[src/rtl/rename_status_table.sv]
module rename_status_table #(
  parameter int NREG = 16,
  parameter int DW   = 32,
  parameter int TW   = 4,
  localparam int IW  = $clog2(NREG)
) (
  input  logic          clk,
  input  logic          rst_n,
  input  logic [IW-1:0] rd_a_idx,
  output logic          rd_a_ready,
  output logic [DW-1:0] rd_a_data,
  output logic [TW-1:0] rd_a_tag,
  input  logic [IW-1:0] rd_b_idx,
  output logic          rd_b_ready,
  output logic [DW-1:0] rd_b_data,
  output logic [TW-1:0] rd_b_tag,
  input  logic          claim_en,
  input  logic [IW-1:0] claim_idx,
  input  logic [TW-1:0] claim_tag,
  input  logic          bc_en,
  input  logic [TW-1:0] bc_tag,
  input  logic [DW-1:0] bc_data
);

  logic [DW-1:0]   val_q [NREG];
  logic [TW-1:0]   tag_q [NREG];
  logic [NREG-1:0] busy_q;
  logic [NREG-1:0] match;
  logic [NREG-1:0] claim_hit;

  genvar g;
  generate
    for (g = 0; g < NREG; g++) begin : g_reg
      assign match[g]     = bc_en && busy_q[g] && (tag_q[g] == bc_tag);
      assign claim_hit[g] = claim_en && (claim_idx == IW'(g));

      always_ff @(posedge clk) begin
        if (!rst_n) begin
          val_q[g]  <= '0;
          tag_q[g]  <= '0;
          busy_q[g] <= 1'b0;
        end else begin
          if (match[g]) val_q[g] <= bc_data;
          if (claim_hit[g]) begin
            busy_q[g] <= 1'b1;
            tag_q[g]  <= claim_tag;
          end else if (match[g]) begin
            busy_q[g] <= 1'b0;
          end
        end
      end

      assert_match_clears_R5: assert property (@(posedge clk) disable iff (!rst_n)
        (match[g] && !claim_hit[g]) |=> (!busy_q[g] && val_q[g] == $past(bc_data)));

      assert_claim_wins_R8: assert property (@(posedge clk) disable iff (!rst_n)
        claim_hit[g] |=> (busy_q[g] && tag_q[g] == $past(claim_tag)));

      assert_value_kept_R6: assert property (@(posedge clk) disable iff (!rst_n)
        !match[g] |=> $stable(val_q[g]));
    end
  endgenerate

  assign rd_a_ready = !busy_q[rd_a_idx] || match[rd_a_idx];
  assign rd_a_data  = match[rd_a_idx] ? bc_data : val_q[rd_a_idx];
  assign rd_a_tag   = tag_q[rd_a_idx];

  assign rd_b_ready = !busy_q[rd_b_idx] || match[rd_b_idx];
  assign rd_b_data  = match[rd_b_idx] ? bc_data : val_q[rd_b_idx];
  assign rd_b_tag   = tag_q[rd_b_idx];

  assert_bypass_a_R7: assert property (@(posedge clk) disable iff (!rst_n)
    (bc_en && busy_q[rd_a_idx] && tag_q[rd_a_idx] == bc_tag) |-> (rd_a_ready && rd_a_data == bc_data));

  assert_pending_b_R3: assert property (@(posedge clk) disable iff (!rst_n)
    !rd_b_ready |-> (busy_q[rd_b_idx] && !(bc_en && rd_b_tag == bc_tag)));

endmodule

[config.mk]
export PLATFORM = sky130hd
export DESIGN_NAME = rename_status_table
export DESIGN_NICKNAME = d
export VERILOG_FILES = /design/src/rtl/rename_status_table.sv
export SDC_FILE = /design/constraint.sdc
export NUM_CORES = 1
export LEC_CHECK = 0
export BUFFER_PORTS_ARGS = -buffer_cell sky130_fd_sc_hd__buf_2
export CAP_MARGIN = 20
export CORE_UTILIZATION = 60
export CTS_CLUSTER_DIAMETER = 100
export DETAILED_ROUTE_END_ITERATION = 8
export PLACE_DENSITY_LB_ADDON = 0.08
export SYNTH_ARGS = -nofsm -noshare
export SYNTH_HDL_FRONTEND = slang
export SYNTH_SLANG_ARGS = --single-unit
[constraint.sdc]
create_clock -name clk -period 4.71 [get_ports clk]
set_input_delay 0.2355 -clock clk [delete_from_list [all_inputs] [get_ports clk]]
set_output_delay 0.2355 -clock clk [all_outputs]
set_load 0.02 [all_outputs]
==> metrics <==
Residual DRC 0; mean number of vias per cell 7.01; # clock sinks ~600; endpoints failing setup 0; Synth Flop Type edfxtp_1; register area share after synthesis 0.536; clock tree buffer depth 3; Post-Synth XOR/XNOR Area 0.0157; IO Pins 130; RePlAce Congestion just over 0.9; clock tree from TritonCTS built; most common cell in the netlist and2_1; H-tree depth 3; Post-Route WL ~95 mm; Reg area about 18000 um2; Slew headroom 0.203; area of the multi-input gates around 15000 um2; max cap viols 0; initial antenna violation count 4; Synth Area in Adders 0; vias in the first global route approximately 20000; Core ar. about 54000 um2; CP arrival approximately 3600 ps; Synth-to-Final Area Change 9.99%; Power Density around 350 nW/um2; Die ar. ~56000 um2; # nets final 2157; Avg Cell Area, Syn around 16 um2; Post-CTS Hold Fix Bufs 0; Util after Layout 0.669; dpl hpwl 54.9 mm; clock slew at reported path FFs roughly 60 ps; Post-DP Area between 30000 and 40000 um2; die span in x 236 um; PortBufs 129; Netlist cell types 51; fin area between 30000 and 40000 um2; first-pass GRT wire length ~140 mm; initial core utilization 0.609; # rows between 80 and 90; CTS root buf clkbuf_16; FMAX ~260 MHz; Reg-to-Reg End val_q[4][30]; number of synthesized flops with an enable pin 576; final period utilization 0.821; min Tclk post-route around 3900 ps; antenna-violating nets left 0; mux cell area share after synthesis 0.279; largest net degree at the start of global routing between 80 and 90; Post-Synthesis Cell Area between 30000 and 40000 um2; Non-Filler Instances 2842; outcome complete, no violations; Reg2Reg Depth 5; startpoint class of the critical path register; layout cells sized above 1 0.354; 1st-iter DRT viols ~2400; Slew Limit Fails 0; end of the worst hold path val_q[11][22]; Synth Area in Compound Gates 0.0138; register-to-register setup slack 1870 ps; critical path endpoint category output pin; total track usage 0.350; Post-CTS Resized 0; largest area contributor in the netlist edfxtp_1; Synth top area share 0.526; largest family of logic cells by synthesized area multiplexers; Crit path required time ~4500 ps; Synth top cells by count and2_1 (577), edfxtp_1 (576), mux4_2 (370), clkbuf_1 (146), xor2_1 (41); syn_nets 2102; Leak Pwr 0.0130 uW; Synth async-reset ratio 0; Ys Warns 0; Hold Startpoint bc_data[22]; Worst Setup Path Type register to output pin; worst-path fanout max 17; RSZ-0062 raised after global routing no; final-report hold violation count 0; clock latency on the worst-skew pair slightly above 600 ps; ranking of synthesized cells by area edfxtp_1 (53%), mux4_2 (25%), and2_1 (11%); Clock Skews 28.2 ps; number of buffers created by CTS 66; Placed Cells about 2700; mean routed wirelength per cell between 30 and 40 um; Setup Fix Bufs, Post-CTS 0; Slew @ Worst Pin roughly 1200 ps; GR Overflow Total 0; Via Count approximately 20000; worst min-delay path category primary input to register; #FFs+latches synth approximately 590; Cells after Synth ~2000; total negative slack 0 ps; Die Y-Extent around 240 um; First-pass DRT Iterations 5; simple-gate share of the synthesized area 0.128; hold depth 2; Filler cells 3764; worst reg2reg path startpoint tag_q[4][0]; VDD IR-drop max 296 uV
[logic make-up (layout without fill, tap and decap cells)]
family	count (synthesis)	in the layout
other cells	0	1
flops	592	592
compound gates	60	60
simple gates	698	698
buf+inv	202	301
mux	435	435
xor+xnor	59	59
[worst max path at each step]
stage	startpoint	end
6_report	tag_q[13][1]	rd_a_data[12]
5_1_grt	tag_q[13][1]	rd_a_data[12]
4_1_cts	tag_q[13][1]	rd_a_data[12]
3_5_place_dp	bc_tag[2]	rd_a_data[12]
3_3_place_gp	bc_tag[2]	rd_a_data[12]
2_1_floorplan	rd_b_idx[0]	rd_b_data[10]
[stage by stage]
step                      power, uW  hold WS, ps  setup slack [ps]
after global routing          13000          132               555
final                         12600          108               845
after detailed placement       7830          518              1260
after CTS                     12700         82.3               866
after global placement         7800          496              1260
after floorplan                7290          434              2040
[registers in the layout, summed over array words and instances (netlist names)]
register and flops:
tag_q 64, val_q 512, busy_q 16
[critical path, stage by stage, from the launching register on]
cell       delay, ps
edfxtp_1         420
xor2_1           180
nor3_1           260
nand4_1          340
a2111oi_0        490
nand3_1          210
o21ai_4          120
buf_4            400
mux2_2           420
buf_2            170
[layout make-up]
class / count / area share
antenna: 1 / 0.0000692
clock buffer: 82 / 0.0479
clock inverter: 30 / 0.00671
inverter: 8 / 0.000830
multi-input combinational: 1252 / 0.402
sequential: 592 / 0.487
tap: 696 / 0.0241
timing repair buffer: 181 / 0.0314
[layer usage]
| layer | vias to the layer above | global-route usage | routed length, um |
|---|---|---|---|
| li1 | 8079 | - | - |
| met1 | 10338 | 0.469 | 35300 |
| met2 | 1211 | 0.560 | 46000 |
| met3 | 284 | 0.0754 | 8940 |
| met4 | 4 | 0.148 | 4320 |
| met5 | - | 0 | 27 |
[report_power, final]
group	internal (uW)	switching, uW
Sequential	5960	119
Clock	2820	2090
Combinational	736	921
[layout by cell type (no fill, tap or decap), drive strengths merged, types with 24 or more instances in the layout]
| cell | Yosys | final |
|---|---|---|
| nor2 | 39 | 39 |
| xor2 | 41 | 41 |
| mux2 | 64 | 64 |
| mux4 | 370 | 370 |
| clkinv | 1 | 24 |
| edfxtp | 576 | 576 |
| clkbuf | 146 | 82 |
| buf | 48 | 181 |
| nand2 | 25 | 25 |
| and2 | 577 | 577 |
Note: power is estimated with default switching activity, not from simulation.
